[config.mk]
export PLATFORM = sky130hd
export DESIGN_NAME = des_iter_core
export DESIGN_NICKNAME = d
export VERILOG_FILES = /design/src/rtl/des_pkg.sv /design/src/rtl/des_key_step.sv /design/src/rtl/des_round_comb.sv /design/src/rtl/des_round_seq.sv /design/src/rtl/des_iter_core.sv
export SDC_FILE = /design/constraint.sdc
export NUM_CORES = 1
export LEC_CHECK = 0
export BUFFER_PORTS_ARGS = -buffer_cell sky130_fd_sc_hd__clkbuf_2
export CORE_ASPECT_RATIO = 0.6
export CORE_MARGIN = 2
export CORE_UTILIZATION = 45
export DETAILED_ROUTE_END_ITERATION = 16
export GPL_ROUTABILITY_DRIVEN = 0
export SLEW_MARGIN = 0
export SYNTH_ARGS = -nofsm -noshare
export SYNTH_HDL_FRONTEND = slang
export SYNTH_HIERARCHICAL = 1
export SYNTH_SLANG_ARGS = --single-unit
[constraint.sdc]
create_clock -name clk -period 4 [get_ports clk]
set_input_delay 0.8 -clock clk [delete_from_list [all_inputs] [get_ports clk]]
set_output_delay 0.8 -clock clk [all_outputs]
set_load 0.05 [all_outputs]
[src/rtl/des_pkg.sv]
package des_pkg;

    localparam int BLOCK_W  = 64;
    localparam int HALF_W   = BLOCK_W / 2;
    localparam int KEYIN_W  = 64;
    localparam int KEY_W    = 56;
    localparam int CD_W     = KEY_W / 2;
    localparam int SUBKEY_W = 48;
    localparam int ROUNDS   = 16;
    localparam int RND_W    = $clog2(ROUNDS);
    localparam int SBOX_N   = 8;
    localparam int SBOX_IN  = SUBKEY_W / SBOX_N;
    localparam int SBOX_OUT = HALF_W / SBOX_N;
    localparam int SBOX_ENT = 1 << SBOX_IN;
    localparam int SBOX_BITS = SBOX_ENT * SBOX_OUT;
    localparam int SEQ_STEPS = 5;
    localparam int STEP_W   = $clog2(SEQ_STEPS);

    typedef enum logic [STEP_W-1:0] {
        ST_EXPAND = 3'd0,
        ST_MIX    = 3'd1,
        ST_SUBST  = 3'd2,
        ST_PERM   = 3'd3,
        ST_MERGE  = 3'd4
    } step_e;

    // Source positions, numbered from 1 at the MSB.
    localparam int RP_TAB [HALF_W] = '{
        16, 7, 20, 21, 29, 12, 28, 17, 1, 15, 23, 26, 5, 18, 31, 10,
        2, 8, 24, 14, 32, 27, 3, 9, 19, 13, 30, 6, 22, 11, 4, 25
    };

    localparam int KSEL1_TAB [KEY_W] = '{
        57, 49, 41, 33, 25, 17, 9, 1, 58, 50, 42, 34, 26, 18,
        10, 2, 59, 51, 43, 35, 27, 19, 11, 3, 60, 52, 44, 36,
        63, 55, 47, 39, 31, 23, 15, 7, 62, 54, 46, 38, 30, 22,
        14, 6, 61, 53, 45, 37, 29, 21, 13, 5, 28, 20, 12, 4
    };

    localparam int KSEL2_TAB [SUBKEY_W] = '{
        14, 17, 11, 24, 1, 5, 3, 28, 15, 6, 21, 10,
        23, 19, 12, 4, 26, 8, 16, 7, 27, 20, 13, 2,
        41, 52, 31, 37, 47, 55, 30, 40, 51, 45, 33, 48,
        44, 49, 39, 56, 34, 53, 46, 42, 50, 36, 29, 32
    };

    // Each box: 64 nibbles, entry row*16+col at the top nibble first.
    localparam logic [SBOX_BITS-1:0] SBOX_TAB [SBOX_N] = '{
        256'hE4D12FB83A6C5907_0F74E2D1A6CB9538_41E8D62BFC973A50_FC8249175B3EA06D,
        256'hF18E6B34972DC05A_3D47F28EC01A69B5_0E7BA4D158C6932F_D8A13F42B67C05E9,
        256'hA09E63F51DC7B428_D709346A285ECBF1_D6498F30B12C5AE7_1AD069874FE3B52C,
        256'h7DE3069A1285BC4F_D8B56F03472C1AE9_A690CB7DF13E5284_3F06A1D8945BC72E,
        256'h2C417AB6853FD0E9_EB2C47D150FA3986_421BAD78F9C5630E_B8C71E2D6F09A453,
        256'hC1AF92680D34E75B_AF427C9561DE0B38_9EF528C3704A1DB6_432C95FABE17608D,
        256'h4B2EF08D3C975A61_D0B7491AE35C2F86_14BDC37EAF680592_6BD814A7950FE23C,
        256'hD2846FB1A93E50C7_1FD8A374C56B0E92_7B419CE206ADF358_21E74A8DFC90356B
    };

    function automatic int ip_src(input int i);
        int row;
        int col;
        row = i / 8;
        col = i % 8;
        if (row < 4) return 58 + 2 * row - 8 * col;
        return 57 + 2 * (row - 4) - 8 * col;
    endfunction

    function automatic logic [BLOCK_W-1:0] perm_in(input logic [BLOCK_W-1:0] x);
        logic [BLOCK_W-1:0] y;
        for (int i = 0; i < BLOCK_W; i++) y[BLOCK_W-1-i] = x[BLOCK_W-ip_src(i)];
        return y;
    endfunction

    function automatic logic [BLOCK_W-1:0] perm_out(input logic [BLOCK_W-1:0] x);
        logic [BLOCK_W-1:0] y;
        for (int i = 0; i < BLOCK_W; i++) y[BLOCK_W-ip_src(i)] = x[BLOCK_W-1-i];
        return y;
    endfunction

    function automatic logic [SUBKEY_W-1:0] expand(input logic [HALF_W-1:0] x);
        logic [SUBKEY_W-1:0] y;
        int src;
        for (int j = 0; j < SUBKEY_W; j++) begin
            src = 4 * (j / 6) + (j % 6);
            if (src == 0) src = HALF_W;
            if (src == HALF_W + 1) src = 1;
            y[SUBKEY_W-1-j] = x[HALF_W-src];
        end
        return y;
    endfunction

    function automatic logic [HALF_W-1:0] round_perm(input logic [HALF_W-1:0] x);
        logic [HALF_W-1:0] y;
        for (int i = 0; i < HALF_W; i++) y[HALF_W-1-i] = x[HALF_W-RP_TAB[i]];
        return y;
    endfunction

    function automatic logic [KEY_W-1:0] key_sel1(input logic [KEYIN_W-1:0] x);
        logic [KEY_W-1:0] y;
        for (int i = 0; i < KEY_W; i++) y[KEY_W-1-i] = x[KEYIN_W-KSEL1_TAB[i]];
        return y;
    endfunction

    function automatic logic [SUBKEY_W-1:0] key_sel2(input logic [KEY_W-1:0] x);
        logic [SUBKEY_W-1:0] y;
        for (int i = 0; i < SUBKEY_W; i++) y[SUBKEY_W-1-i] = x[KEY_W-KSEL2_TAB[i]];
        return y;
    endfunction

    function automatic logic [HALF_W-1:0] substitute(input logic [SUBKEY_W-1:0] x);
        logic [HALF_W-1:0] y;
        logic [SBOX_IN-1:0] grp;
        int idx;
        for (int n = 0; n < SBOX_N; n++) begin
            grp = x[SUBKEY_W-1-SBOX_IN*n -: SBOX_IN];
            idx = int'({grp[5], grp[0], grp[4:1]});
            y[HALF_W-1-SBOX_OUT*n -: SBOX_OUT] = SBOX_TAB[n][SBOX_BITS-1-SBOX_OUT*idx -: SBOX_OUT];
        end
        return y;
    endfunction

    function automatic logic single_shift(input logic [RND_W-1:0] rnd);
        return (rnd == 4'd0) || (rnd == 4'd1) || (rnd == 4'd8) || (rnd == 4'd15);
    endfunction

    function automatic logic [CD_W-1:0] rot_left(input logic [CD_W-1:0] x, input logic one);
        return one ? {x[CD_W-2:0], x[CD_W-1]} : {x[CD_W-3:0], x[CD_W-1:CD_W-2]};
    endfunction

    function automatic logic [CD_W-1:0] rot_right(input logic [CD_W-1:0] x, input logic one);
        return one ? {x[0], x[CD_W-1:1]} : {x[1:0], x[CD_W-1:2]};
    endfunction

endpackage

[src/rtl/des_key_step.sv]
module des_key_step
    import des_pkg::*;
(
    input  logic [KEY_W-1:0]    cd_i,
    input  logic [RND_W-1:0]    rnd_i,
    input  logic                dec_i,
    output logic [SUBKEY_W-1:0] subkey_o,
    output logic [KEY_W-1:0]    cd_next_o
);

    logic [CD_W-1:0]  c_cur;
    logic [CD_W-1:0]  d_cur;
    logic [KEY_W-1:0] fwd;
    logic [RND_W-1:0] back_rnd;

    always_comb begin
        c_cur    = cd_i[KEY_W-1:CD_W];
        d_cur    = cd_i[CD_W-1:0];
        back_rnd = RND_W'(ROUNDS - 1) - rnd_i;
        fwd      = {rot_left(c_cur, single_shift(rnd_i)), rot_left(d_cur, single_shift(rnd_i))};
        if (!dec_i) begin
            // Forward: rotate first, then select.
            subkey_o  = key_sel2(fwd);
            cd_next_o = fwd;
        end else begin
            // Reverse: select first, then undo the matching forward rotation.
            subkey_o  = key_sel2(cd_i);
            cd_next_o = {rot_right(c_cur, single_shift(back_rnd)),
                         rot_right(d_cur, single_shift(back_rnd))};
        end
    end

endmodule

[src/rtl/des_round_comb.sv]
module des_round_comb
    import des_pkg::*;
(
    input  logic                en_i,
    input  logic [HALF_W-1:0]   l_i,
    input  logic [HALF_W-1:0]   r_i,
    input  logic [SUBKEY_W-1:0] subkey_i,
    output logic                commit_o,
    output logic [HALF_W-1:0]   l_o,
    output logic [HALF_W-1:0]   r_o
);

    logic [SUBKEY_W-1:0] mixed;
    logic [HALF_W-1:0]   f_out;

    always_comb begin
        mixed    = expand(r_i) ^ subkey_i;
        f_out    = round_perm(substitute(mixed));
        commit_o = en_i;
        l_o      = r_i;
        r_o      = l_i ^ f_out;
    end

endmodule

[src/rtl/des_round_seq.sv]
module des_round_seq
    import des_pkg::*;
(
    input  logic                clk,
    input  logic                rst_n,
    input  logic                en_i,
    input  logic [HALF_W-1:0]   l_i,
    input  logic [HALF_W-1:0]   r_i,
    input  logic [SUBKEY_W-1:0] subkey_i,
    output logic                commit_o,
    output logic [HALF_W-1:0]   l_o,
    output logic [HALF_W-1:0]   r_o
);

    typedef struct packed {
        step_e               step;
        logic [SUBKEY_W-1:0] ex;
        logic [SUBKEY_W-1:0] mx;
        logic [HALF_W-1:0]   sb;
        logic [HALF_W-1:0]   pm;
    } seq_t;

    seq_t seq_d;
    seq_t seq_q;

    always_comb begin
        seq_d    = seq_q;
        commit_o = 1'b0;
        if (en_i) begin
            unique case (seq_q.step)
                ST_EXPAND: begin
                    seq_d.ex   = expand(r_i);
                    seq_d.step = ST_MIX;
                end
                ST_MIX: begin
                    seq_d.mx   = seq_q.ex ^ subkey_i;
                    seq_d.step = ST_SUBST;
                end
                ST_SUBST: begin
                    seq_d.sb   = substitute(seq_q.mx);
                    seq_d.step = ST_PERM;
                end
                ST_PERM: begin
                    seq_d.pm   = round_perm(seq_q.sb);
                    seq_d.step = ST_MERGE;
                end
                ST_MERGE: begin
                    commit_o   = 1'b1;
                    seq_d.step = ST_EXPAND;
                end
                default: seq_d.step = ST_EXPAND;
            endcase
        end
        l_o = r_i;
        r_o = l_i ^ seq_q.pm;
    end

    always_ff @(posedge clk or negedge rst_n) begin
        if (!rst_n) begin
            seq_q <= '{step: ST_EXPAND, default: '0};
        end else begin
            seq_q <= seq_d;
        end
    end

endmodule

[src/rtl/des_iter_core.sv]
module des_iter_core
    import des_pkg::*;
#(
    parameter bit SEQ_ROUND = 1'b1
) (
    input  logic               clk,
    input  logic               rst_n,
    input  logic               start_i,
    input  logic               decrypt_i,
    input  logic [BLOCK_W-1:0] data_i,
    input  logic [KEYIN_W-1:0] key_i,
    output logic               busy_o,
    output logic               done_o,
    output logic [BLOCK_W-1:0] result_o
);

    typedef struct packed {
        logic               busy;
        logic               done;
        logic               dec;
        logic [RND_W-1:0]   rnd;
        logic [HALF_W-1:0]  l;
        logic [HALF_W-1:0]  r;
        logic [KEY_W-1:0]   cd;
        logic [BLOCK_W-1:0] res;
    } core_t;

    core_t core_d;
    core_t core_q;

    logic [SUBKEY_W-1:0] subkey;
    logic [KEY_W-1:0]    cd_next;
    logic                commit;
    logic [HALF_W-1:0]   l_new;
    logic [HALF_W-1:0]   r_new;
    logic [BLOCK_W-1:0]  ip_blk;

    des_key_step u_key (
        .cd_i      (core_q.cd),
        .rnd_i     (core_q.rnd),
        .dec_i     (core_q.dec),
        .subkey_o  (subkey),
        .cd_next_o (cd_next)
    );

    generate
        if (SEQ_ROUND) begin : g_seq
            des_round_seq u_round (
                .clk      (clk),
                .rst_n    (rst_n),
                .en_i     (core_q.busy),
                .l_i      (core_q.l),
                .r_i      (core_q.r),
                .subkey_i (subkey),
                .commit_o (commit),
                .l_o      (l_new),
                .r_o      (r_new)
            );
        end else begin : g_par
            des_round_comb u_round (
                .en_i     (core_q.busy),
                .l_i      (core_q.l),
                .r_i      (core_q.r),
                .subkey_i (subkey),
                .commit_o (commit),
                .l_o      (l_new),
                .r_o      (r_new)
            );
        end
    endgenerate

    always_comb begin
        core_d      = core_q;
        core_d.done = 1'b0;
        ip_blk      = perm_in(data_i);
        if (!core_q.busy) begin
            if (start_i) begin
                core_d.busy = 1'b1;
                core_d.dec  = decrypt_i;
                core_d.rnd  = '0;
                core_d.l    = ip_blk[BLOCK_W-1:HALF_W];
                core_d.r    = ip_blk[HALF_W-1:0];
                core_d.cd   = key_sel1(key_i);
            end
        end else if (commit) begin
            core_d.l   = l_new;
            core_d.r   = r_new;
            core_d.cd  = cd_next;
            core_d.rnd = core_q.rnd + 1'b1;
            if (core_q.rnd == RND_W'(ROUNDS - 1)) begin
                // Final halves leave unswapped.
                core_d.busy = 1'b0;
                core_d.done = 1'b1;
                core_d.res  = perm_out({r_new, l_new});
            end
        end
    end

    always_ff @(posedge clk or negedge rst_n) begin
        if (!rst_n) begin
            core_q <= '0;
        end else begin
            core_q <= core_d;
        end
    end

    assign busy_o   = core_q.busy;
    assign done_o   = core_q.done;
    assign result_o = core_q.res;

endmodule

# Word level (Yosys, flattened, before mapping)
# Index checks and enable logic that the tools add are counted.
# classes
shift	8
muxes	258
n_reduce_logical	49
order_cmp	66
eq_ne	12
bitwise	3
addsub	44
# ops
op	n
$mux 32	107
$shiftx 259x32->4 const A	8
$bwmux 64	32
$ge 32x1->1 const B	32
$lt 32x8->1 const B	32
$sub 8x32->32 const A	32
$mux 124	2
$demux 1 s6	32
$mux 188	1
$mux 28	4
$sub 8x8->9 const A	8
$lt 32x7->1 const B	2
$mux 64	1
$sub 7x32->32 const A	2
$mux 56	1
$mux 5	10
$mux 4	12
$mux 48	1
$xor 48x48->48	1
$mux 1	44
$eq 32x7->1 const B	1
$logic_and 1x1->1	32
$xor 32x32->32	1
$mux 6	5
other kinds (19)	37
# word_totals
register_bits	354
input_bits	132
word_cells	453

# Longest topological paths before layout
# logic_depth
depth_word	49
ltp_mapped	9
mapped_depth_nobuf	7

# Modules after synthesis
# The synthesis kept the hierarchy.
# by_module_without_submodules
module	cells_each	area_per_inst_um2	n_inst
des_round_seq	1224	11192.0	1
des_iter_core	745	8353.0	1
des_key_step	454	2648.8	1

# Worst setup path before layout
# Ideal clock, no wire load.
# synth_path
path_kind	register -> register
start	register core_q, in the netlist busy_o
end	register core_q, in the netlist result_o[15]
n_path_buf	4
synth_period_minus_slack_ps	2424
stages_incl_launch_ff	10
slack_ps	1576
setup_ps	125
t_arrival_ps	2299
required_time_ps	3875
cell_sequence	dfrtp_1 -> buf_2 -> nand2_1 -> nor3_1 -> and2_1 -> buf_4 -> and4_4 -> buf_8 -> buf_12 -> mux2_4
# synth_via
elab_chain_len	2
# synth_lines
item	line	source
start: declaration	des_iter_core.sv:29	core_t core_q;
start signal: assignment	des_iter_core.sv:103	core_q <= core_d;
$mux 1	des_round_seq.sv:29	if (en_i) begin
net commit	des_iter_core.sv:33	logic commit;
$reduce_and 3->1 (no line)	-	
# The timed path passes the listed nets, and every way through them passes these cells.
# A chain may end at the register's enable or synchronous reset.

# Worst setup path in the final report
# layout_path
start	register core_q, in the netlist busy_o
end	register core_q, in the netlist result_o[8]
# The elaborated chain is that of the path after synthesis.

==> flow_summary_export.csv <==
group,metric,value,unit
route,number_of_remaining_drc_errors,0,
grt,wire_length_of_the_first_global_routing_pass,101500,um
timing,max_slew_margin_vs_limit,0.2304,
synth,synth_async_sr_flop_share,1.000,
synth,syn_area,22190,sq um
timing,finalMaxSlewViolations,0,
clock_tree,postcts_setup_bufs,0,
route,vias_per_cell,5.986,
floorplan,die_area,51170,sq um
synth,post_synthesis_net_count,2619,
synth,synth_edf_count,0,
timing,fin_crit_sh,0.7560,
route,routed_wire_length_per_instance,21.15,um
min_path,min-delay-path-class,"primary input to async pin",
synth,netlist_instances,2423,
timing,final_period_minus_worst_setup_slack,3024,ps
layout,final_cells,3055,
route,detailedRoute.firstIterationViolations,2208,
timing,setup_tns,0,ps
timing,clock-skew-final,25.09,ps
critical_path,timing.critical_path.arrival,3450,ps
layout,finalNetCount,2583,
layout,nFillCells,4434,
route,wl,64620,um
clock_tree,worstSkewPairLatency,560,ps
synth,postSynth.topFlopCell,"sky130_fd_sc_hd__dfrtp_1",
clock_tree,cts-htree-levels,2,
synth,yosysWarnings,6,
placed_design,dpl.cell_count,2988,
job,timing.max_cap.violations,0,
route,dr_wl_met2,26180,um
grt,grt_pass1_vias,16951,
critical_path,path_max_fanout,45,
placed_design,placement.io_buffers,189,
layout,drive_above_1_share,0.1889,
synth,postSynthAreaPerCell,9.160,sq um
floorplan,initial_utilization,0.4600,
timing,final-hold-violation-count,0,
critical_path,path_class,"flop to flop",
outcome,run_status,"completed",
clock_tree,clock_path_buffers,3,
floorplan,die_width,290.7,um
grt,grt_start_max_net_pins,115,
power,peakVddDrop,368.1,uV
layout,layout.cells.most_common,"sky130_fd_sc_hd__nand2_1",
route,met3_length,5580,um
floorplan,ioPinCount,198,
synth,netlist-cell-type-count,95,
timing,unrepaired_setup_endpoints_after_global_routing,"no",
critical_path,worstSetupStartpointType,"flop",
route,route.vias.total,18287,
power,power.leakage,11.06,nW
clock_tree,clock-sinks,338,
layout,synthToLayoutAreaGrowth,7.306,%
timing,setup_viol,0,
placed_design,dp.final_hpwl,44960,um
route,highest-signal-layer,"met5",
critical_path,timing.reg2reg.worst_path_depth,6,
grt,initial_antenna_violation_count,6,
floorplan,design.core.area,48250,sq um
timing,worst_slew_pin_slew,1154,ps
floorplan,die_y,176.0,um
clock_tree,cts_tree,"done",
floorplan,row_count,62,
grt,globalRouteTotalUtil,0.2493,
grt,grt-ovfl-total,0,
route,drt-met1-wl,31650,um
route,detail-route-antenna-nets,0,
clock_tree,cts_inserted_buffers,37,
critical_path,worst_setup_path_end_kind,"flop",
power,cellPowerDensity,791.6,nW/um^2
layout,leading_cell_types_in_the_layout_fill_and_taps_excluded,"390 x sky130_fd_sc_hd__nand2_1, 337 x sky130_fd_sc_hd__dfrtp_1, 188 x sky130_fd_sc_hd__clkbuf_2, 131 x sky130_fd_sc_hd__o21ai_0, 124 x sky130_fd_sc_hd__a22oi_1",
synth,synth.ff_latch_count,338,
synth,synth.yosys.seq_area_share,0.3811,
clock_tree,cts_root_buf,"sky130_fd_sc_hd__clkbuf_16",
clock_tree,cts.hold.buffers_added,0,
clock_tree,count_of_cells_resized_by_post_cts_repair,0,
timing,max_clock_freq,330.7,MHz
clock_tree,clkSlewWorstSetupHoldPaths,60,ps
critical_path,worst_ep_required_time,4430,ps
route,drt_pass1_iterations,6,
-- cells in the mapped netlist, types with 70 or more instances --
cell	number	area, sq um
sky130_fd_sc_hd__a21oi_1	84	420.4
sky130_fd_sc_hd__a22oi_1	124	930.9
sky130_fd_sc_hd__buf_2	83	415.4
sky130_fd_sc_hd__buf_4	107	803.3
sky130_fd_sc_hd__clkbuf_1	72	270.3
sky130_fd_sc_hd__dfrtp_1	338	8458
sky130_fd_sc_hd__mux2_2	93	1047
sky130_fd_sc_hd__nand2_1	390	1464
sky130_fd_sc_hd__nand3_1	111	555.5
sky130_fd_sc_hd__nor2_1	85	319.1
sky130_fd_sc_hd__nor2b_1	75	469.2
sky130_fd_sc_hd__o21ai_0	131	655.6
sky130_fd_sc_hd__xor2_1	70	613.1
-- state kept, by name, indices dropped and copies added, names as in the netlist --
signal / flops
g_seq.u_round/seq_q: 147
core_q: 125
done_o: 1
result_o: 64
busy_o: 1
-- layout make-up --
cell class                      count  area, sq um  share of cell area
Multi-Input combinational cell   1738        11810              0.4961
Sequential cell                   338         8459              0.3552
Timing Repair Buffer              218         1286             0.05401
Clock buffer                       53         1077             0.04523
Tap cell                          640        800.8             0.03362
Inverter                           54        205.2            0.008616
Clock inverter                     13        170.2            0.007145
Antenna cell                        1        2.502           0.0001051
-- layer usage --
| layer | vias to the layer above | GRT usage |
|---|---|---|
| met5 | - | 0 |
| met4 | 2 | 0.05721 |
| met3 | 93 | 0.05363 |
| met2 | 841 | 0.3446 |
| met1 | 8877 | 0.3914 |
| li1 | 8474 | - |
-- critical path, cell delays in order, from the launching register on --
cell and delay [ps]:
sky130_fd_sc_hd__dfrtp_1 680, sky130_fd_sc_hd__nand2_1 110, sky130_fd_sc_hd__nor3_1 430, sky130_fd_sc_hd__and2_4 340, sky130_fd_sc_hd__and4_4 520, sky130_fd_sc_hd__buf_12 350, sky130_fd_sc_hd__mux2_2 380
-- cell families (layout without fill, tap and decap cells) --
| group | Yosys count | in the layout | share of synthesized area |
|---|---|---|---|
| flops | 338 | 338 | 0.3811 |
| xor+xnor | 100 | 100 | 0.03946 |
| simple gates | 822 | 822 | 0.1749 |
| other cells | 0 | 1 | 0 |
| compound gates | 584 | 584 | 0.1822 |
| fa+ha+maj | 64 | 64 | 0.03608 |
| buf+inv | 347 | 338 | 0.08885 |
| mux | 168 | 168 | 0.09742 |
-- metrics by stage --
step	worst slack (ps)	area, sq um	power [mW]	utilization	hold WS, ps
6_report	976.0	23820	18.85	0.4936	298.8
5_1_grt	723.7	23810	20.15	0.4935	377.6
4_1_cts	997.6	23810	18.80	0.4935	337.1
3_5_place_dp	1035	22570	15.13	0.4677	482.4
3_3_place_gp	1103	22570	14.87	0.4677	476.8
2_1_floorplan	1576	22190	12.95	-	439.3
-- path summary, 6_finish.rpt --
check | from | end | slack [ps]
worst min-delay path | rst_n | core_q[83] | 300
worst max-delay path | busy_o | result_o[8] | 980
max in group asynchronous | rst_n | result_o[17] | 2770
worst min register to register | core_q[180] | core_q[180] | 490
worst max register to register | busy_o | result_o[8] | 980
min in group clk | data_i[21] | core_q[141] | 460
-- report_power, final --
group          internal (mW)  switching, mW  total (mW)  leakage (nW)
sequential              4.61           2.29        6.90          4.32
clock                   2.08           1.50        3.58         0.619
combinational           3.58           4.80        8.37          6.12
Note: power is estimated with default switching activity, not from simulation.
